`config.mk`:
```
export PLATFORM = sky130hd
export DESIGN_NAME = clock_victim_sel
export DESIGN_NICKNAME = d
export VERILOG_FILES = /design/src/rtl/clkrep_pkg.sv /design/src/rtl/clkrep_refbits.sv /design/src/rtl/clkrep_hand.sv /design/src/rtl/clkrep_sweep.sv /design/src/rtl/clock_victim_sel.sv
export SDC_FILE = /design/constraint.sdc
export NUM_CORES = 1
export LEC_CHECK = 0
export BUFFER_PORTS_ARGS = -buffer_cell sky130_fd_sc_hd__buf_2
export CAP_MARGIN = 25
export CORE_ASPECT_RATIO = 0.8
export CORE_UTILIZATION = 51
export CTS_CLUSTER_DIAMETER = 200
export CTS_CLUSTER_SIZE = 14
export DETAILED_ROUTE_END_ITERATION = 8
export HOLD_SLACK_MARGIN = 0.02
export PLACE_DENSITY = 0.72
export SLEW_MARGIN = 20
export SYNTH_ARGS = -nofsm -noshare
export SYNTH_HDL_FRONTEND = slang
export SYNTH_SLANG_ARGS = --single-unit
```
`constraint.sdc`:
```
create_clock -name clk -period 0.8 [get_ports clk]
set_input_delay 0.12 -clock clk [delete_from_list [all_inputs] [get_ports clk]]
set_output_delay 0.12 -clock clk [all_outputs]
set_load 0.01 [all_outputs]
```
`src/rtl/clkrep_pkg.sv`:
```
package clkrep_pkg;
  typedef enum logic {
    ST_IDLE  = 1'b0,
    ST_SWEEP = 1'b1
  } sweep_st_e;
endpackage

```
`src/rtl/clkrep_refbits.sv`:
```
// Per-frame recently-used flags; a set request outranks a clear request.
module clkrep_refbits #(
  parameter int NFRAMES = 16,
  parameter int IDX_W   = 4
) (
  input  logic               clk,
  input  logic               rst_n,
  input  logic               set_en,
  input  logic [IDX_W-1:0]   set_idx,
  input  logic               clr_en,
  input  logic [IDX_W-1:0]   clr_idx,
  output logic [NFRAMES-1:0] flags_o
);
  for (genvar g = 0; g < NFRAMES; g++) begin : g_flag
    logic set_hit, clr_hit, flag_nxt, flag_q;

    always_comb begin
      set_hit  = set_en && (set_idx == IDX_W'(g));
      clr_hit  = clr_en && (clr_idx == IDX_W'(g));
      flag_nxt = set_hit ? 1'b1 : 1'b0;
    end

    always_ff @(posedge clk or negedge rst_n) begin
      if (!rst_n)                  flag_q <= 1'b0;
      else if (set_hit || clr_hit) flag_q <= flag_nxt;
    end

    assign flags_o[g] = flag_q;
  end
endmodule

```
`src/rtl/clkrep_hand.sv`:
```
// Ring pointer; a power-of-two ring wraps on its own, any other size compares.
module clkrep_hand #(
  parameter int NFRAMES = 16,
  parameter int IDX_W   = 4
) (
  input  logic             clk,
  input  logic             rst_n,
  input  logic             adv_i,
  output logic [IDX_W-1:0] hand_o
);
  localparam logic [IDX_W-1:0] LAST = IDX_W'(NFRAMES - 1);
  localparam bit               POW2 = ((1 << IDX_W) == NFRAMES);

  logic [IDX_W-1:0] hand_q, hand_nxt;

  if (POW2) begin : g_pow2
    always_comb hand_nxt = hand_q + 1'b1;
  end else begin : g_cmp
    always_comb hand_nxt = (hand_q == LAST) ? '0 : hand_q + 1'b1;
  end

  always_ff @(posedge clk or negedge rst_n) begin
    if (!rst_n)     hand_q <= '0;
    else if (adv_i) hand_q <= hand_nxt;
  end

  assign hand_o = hand_q;
endmodule

```
`src/rtl/clkrep_sweep.sv`:
```
// Sweep control: one ring position examined per cycle while sweeping.
module clkrep_sweep #(
  parameter int IDX_W = 4
) (
  input  logic             clk,
  input  logic             rst_n,
  input  logic             req_i,
  input  logic             cur_flag_i,
  input  logic [IDX_W-1:0] hand_i,
  output logic             clr_en_o,
  output logic             adv_o,
  output logic             busy_o,
  output logic             vld_o,
  output logic [IDX_W-1:0] idx_o
);
  import clkrep_pkg::*;

  sweep_st_e        st_q, st_nxt;
  logic             vld_q, vld_nxt;
  logic [IDX_W-1:0] idx_q, idx_nxt;
  logic             idx_en;

  always_comb begin
    st_nxt   = st_q;
    clr_en_o = 1'b0;
    adv_o    = 1'b0;
    vld_nxt  = 1'b0;
    idx_en   = 1'b0;
    idx_nxt  = hand_i;
    case (st_q)
      ST_IDLE: begin
        if (req_i) st_nxt = ST_SWEEP;
      end
      ST_SWEEP: begin
        adv_o = 1'b1;
        if (cur_flag_i) begin
          clr_en_o = 1'b1;
        end else begin
          vld_nxt = 1'b1;
          idx_en  = 1'b1;
          st_nxt  = ST_IDLE;
        end
      end
      default: st_nxt = ST_IDLE;
    endcase
  end

  always_ff @(posedge clk or negedge rst_n) begin
    if (!rst_n) begin
      st_q  <= ST_IDLE;
      vld_q <= 1'b0;
    end else begin
      st_q  <= st_nxt;
      vld_q <= vld_nxt;
    end
  end

  always_ff @(posedge clk or negedge rst_n) begin
    if (!rst_n)      idx_q <= '0;
    else if (idx_en) idx_q <= idx_nxt;
  end

  assign busy_o = (st_q == ST_SWEEP);
  assign vld_o  = vld_q;
  assign idx_o  = idx_q;
endmodule

```
`src/rtl/clock_victim_sel.sv`:
```
module clock_victim_sel #(
  parameter int NFRAMES = 16,
  parameter int IDX_W   = (NFRAMES > 1) ? $clog2(NFRAMES) : 1
) (
  input  logic             clk,
  input  logic             rst_n,
  input  logic             mark_vld,
  input  logic [IDX_W-1:0] mark_idx,
  input  logic             req,
  output logic             busy,
  output logic             victim_vld,
  output logic [IDX_W-1:0] victim_idx
);
  logic [1:0]         rst_sync_q;
  logic               rst_sync_n;
  logic [NFRAMES-1:0] flags;
  logic [IDX_W-1:0]   hand;
  logic               cur_flag, clr_en, adv;

  // Reset asserts at once and leaves only after two clock edges.
  always_ff @(posedge clk or negedge rst_n) begin
    if (!rst_n) rst_sync_q <= 2'b00;
    else        rst_sync_q <= {rst_sync_q[0], 1'b1};
  end
  assign rst_sync_n = rst_sync_q[1];

  assign cur_flag = flags[hand];

  clkrep_refbits #(.NFRAMES(NFRAMES), .IDX_W(IDX_W)) u_flags (
    .clk     (clk),
    .rst_n   (rst_sync_n),
    .set_en  (mark_vld),
    .set_idx (mark_idx),
    .clr_en  (clr_en),
    .clr_idx (hand),
    .flags_o (flags)
  );

  clkrep_hand #(.NFRAMES(NFRAMES), .IDX_W(IDX_W)) u_hand (
    .clk    (clk),
    .rst_n  (rst_sync_n),
    .adv_i  (adv),
    .hand_o (hand)
  );

  clkrep_sweep #(.IDX_W(IDX_W)) u_sweep (
    .clk        (clk),
    .rst_n      (rst_sync_n),
    .req_i      (req),
    .cur_flag_i (cur_flag),
    .hand_i     (hand),
    .clr_en_o   (clr_en),
    .adv_o      (adv),
    .busy_o     (busy),
    .vld_o      (victim_vld),
    .idx_o      (victim_idx)
  );
endmodule

```
==> metrics.md <==
| Metric | Value |
|---|---|
| Status | finished, violations left |
| Failing checks | setup timing |
| Crit path DAT | a little over 2000 ps |
| Top cell type's share of synthesized area | 50.0% |
| Syn_nets | 133 |
| Max-slew violations | 0 |
| Crit path max fanout | 6 |
| Width of the die | just over 60 um |
| Layout cell share with drive strength beyond 1 | between 50% and 60% |
| Pwr dens | between 4000 and 5000 nW/um^2 |
| GRT overflow | 0 |
| Area of the core | roughly 2500 um^2 |
| Yosys Warn Count | 0 |
| Vias in the first global route | around 1200 |
| Setup CP Type | flip-flop to flip-flop |
| Routed WL | 3620 um |
| Ant diodes | 0 |
| Die Footprint | 2970 um^2 |
| Synth cell count leaders | dfrtp_1, o21ai_0, nand3_1 |
| GRT Util Overall | between 20% and 30% |
| Crit path cell chain | buf_4 > buf_6 > mux2i_1 > o32a_4 > o2111ai_4 > mux2_4 |
| CTS tree | built |
| Via density | between 5 and 6 |
| Post-route clock skew | approximately 16 ps |
| Max Freq | 559 MHz |
| Post-synth EDFFs | 0 |
| Internal power | approximately 5.7 mW |
| Reg2reg setup slack | -990 ps |
| Gate power share | 61.3% |
| Family with the most delay on the worst path | compound AO/OA/AOI/OAI gates |
| RR Startpoint | u_hand.hand_o[0]$_DFFE_PN0P_ |
| Final worst slack | -990 ps |
| DR WL/cell | ~17 um |
| Pwr Total | ~9.0 mW |
| Largest area contributor in the netlist | dfrtp_1 |
| Final estimated routing congestion in global placement | about 0.90 |
| Fin crit share | 224% |
| Die Y | between 40 and 50 um |
| First-pass GRT wire length | 5890 um |
| Sequential fraction of the synthesis area | between 40% and 50% |
| Final Setup Violations | 32 |
| Synthesized instance count | around 120 |
| Unrepaired setup endpoints after global routing | true |
| Initial Util | between 50% and 60% |
| Seq cells post-synth | 28 |
| Largest cells by area after synthesis | dfrtp_1, o21ai_0, mux4_1 |
| Maxcap violations | 0 |
| Iter 0 DRT Violations | between 60 and 70 |
| Final hold vios | 0 |
| Via count | 1170 |
| Critical Path Max Stage Delay | 470 ps |
| Clk buf depth | 2 |
| Critical Path Start Type | flip-flop |
| Fin Setup TNS | -21340 ps |
| Buf+Inv Stages, Crit Path | 2 |
| Area grow syn2layout | 43.7% |
| Reg-to-Reg End | u_sweep.idx_o[2]$_DFFE_PN0P_ |
| VDD IR-drop max | 2.25 mV |
| Ys flop type | dfrtp_1 |
| Switching part of the total | a little over a third |
| Synth cell types | 34 |
| Fin crit period | 1790 ps |
| Clk slew on worst S/H paths | between 150 and 200 ps |
| WHS | 82.9 ps |
| Number of routed nets with antenna violations | 0 |
| Crit path capture type | flip-flop |
| Clock latency on the worst-skew pair | 340 ps |
| Fillers | around 170 |
| FP Rows | 16 |
| CTS H-tree depth | 1 |
| Avg Synthesized Cell Area | approximately 12 um^2 |
| Post-DP HPWL | approximately 2400 um |
| Clk pwr share | slightly above 10% |
| Core utilization of the finished layout | 79.9% |
| Critical Path RT | between 1000 and 1500 ps |
| Pin count of the biggest net entering global routing | 27 |
| I/O Buffers | 13 |
| Share of power burned in registers | ~28% |
| Clk sink count | 28 |
| Final nets | approximately 190 |
| Sw power | around 3.3 mW |
| Root buf cell | clkbuf_4 |
| # IOs | 14 |
| Leak | about 0.9 nW |
| CTS Buf Count | 3 |
| Initial antenna violation count | 0 |
| Min-Delay Path Class | input port to async pin |
| Critical Path Slowest Stage Cell | dfrtp_2 |
| TritonRoute pass-1 iters | 4 |
| Cell Area, Synth | ~1400 um^2 |
| R2R cell count | 6 |
| DRC Markers | 0 |
| Most frequent cell after synthesis | dfrtp_1 |
| Asr flop ratio synth | 100% |
placed cells by master, fill, tap and decap left out, drive strengths merged, types with 3 or more instances in the layout:
master	synthesis	routed
buf	7	53
dfrtp	28	28
o21ai	17	17
nand3	10	10
nand2	7	7
mux2i	5	5
mux4	4	4
mux2	4	4
ha	4	4
nand3b	3	3
nand2b	3	3
o2bb2ai	3	3
nor3	3	3
a21o	3	3
clkbuf	0	3
inv	3	3
power groups by stage:
stage	combinational [mW]	sequential (mW)	clock (mW)
6_report	5.54	2.57	0.932
3_3_place_gp	4.40	2.51	0
4_1_cts	5.17	2.53	0.947
2_1_floorplan	3.13	2.53	0
5_1_grt	5.92	2.66	0.990
3_5_place_dp	4.50	2.56	0
layout make-up:
cell class	count	area [um^2]	area share (%)
Multi-Input combinational cell	83	774	38.4
Sequential cell	28	704	34.9
Timing Repair Buffer	55	425	21.1
Tap cell	36	45.0	2.23
Clock inverter	1	30.0	1.49
Clock buffer	3	22.5	1.12
Inverter	3	13.8	0.683
state kept, by name, summed over array words and instances, names as in the netlist:
register / cells
u_hand.hand_o: 4
u_flags.g_flag.flag_q: 16
u_sweep.idx_o: 4
u_sweep.busy_o: 1
u_sweep.vld_o: 1
rst_sync_q: 2
per-stage QoR:
stage	instances	instance area, um^2	setup WS [ps]
2_1_floorplan	121	1490	-973
4_1_cts	208	1970	-997
3_3_place_gp	194	1780	-976
6_report	209	2020	-990
3_5_place_dp	194	1780	-993
5_1_grt	209	2020	-1050
cells by family (layout without fill, tap and decap cells):
logic type	Yosys count	after routing	share of synthesized area, %
compound gates	29	29	14.0
xor+xnor	3	3	1.87
fa+ha+maj	4	4	3.57
buf+inv	10	62	3.92
flops	28	28	50.0
mux	13	13	13.7
other cells	1	1	0.267
simple gates	33	33	12.7
how the worst max path moves through the flow:
stage | start | to | slack, ps | cells past startpoint
after global placement | u_hand.hand_o[0]$_DFFE_PN0P_ | u_sweep.idx_o[0]$_DFFE_PN0P_ | -980 | 4
after detailed placement | u_hand.hand_o[0]$_DFFE_PN0P_ | u_sweep.idx_o[2]$_DFFE_PN0P_ | -990 | 4
after floorplan | u_hand.hand_o[0]$_DFFE_PN0P_ | u_sweep.idx_o[0]$_DFFE_PN0P_ | -970 | 4
after CTS | u_hand.hand_o[0]$_DFFE_PN0P_ | u_sweep.idx_o[2]$_DFFE_PN0P_ | -1000 | 4
final | u_hand.hand_o[0]$_DFFE_PN0P_ | u_sweep.idx_o[2]$_DFFE_PN0P_ | -990 | 6
after global routing | u_hand.hand_o[0]$_DFFE_PN0P_ | u_sweep.idx_o[2]$_DFFE_PN0P_ | -1050 | 4
worst reg2reg max path: cells and delay by family, from the launching register on:
kind	cells	cell delay, ps
AOI/OAI and AO/OA	2	500
DFF	1	470
muxes	2	460
buffers and inverters	2	270
layer usage:
| metal | track usage, % | routed length [um] | part of all wire, % |
|---|---|---|---|
| met1 | 37.6 | 1550 | 43 |
| met5 | 0 | 0 | 0 |
| met3 | 5.57 | 198 | 5.5 |
| met2 | 44.1 | 1830 | 50 |
| met4 | 6.06 | 47 | 1.3 |
repair_timing:
action / in CTS / in global routing
pin swaps: 5 / 4
hold endpoints to repair: 3 / 0
resized for setup: 15 / 6
setup buffers: 8 / 1
setup endpoints to repair: 32 / 32
hold buffers: 2 / 0
Note: power is estimated with default switching activity, not from simulation.
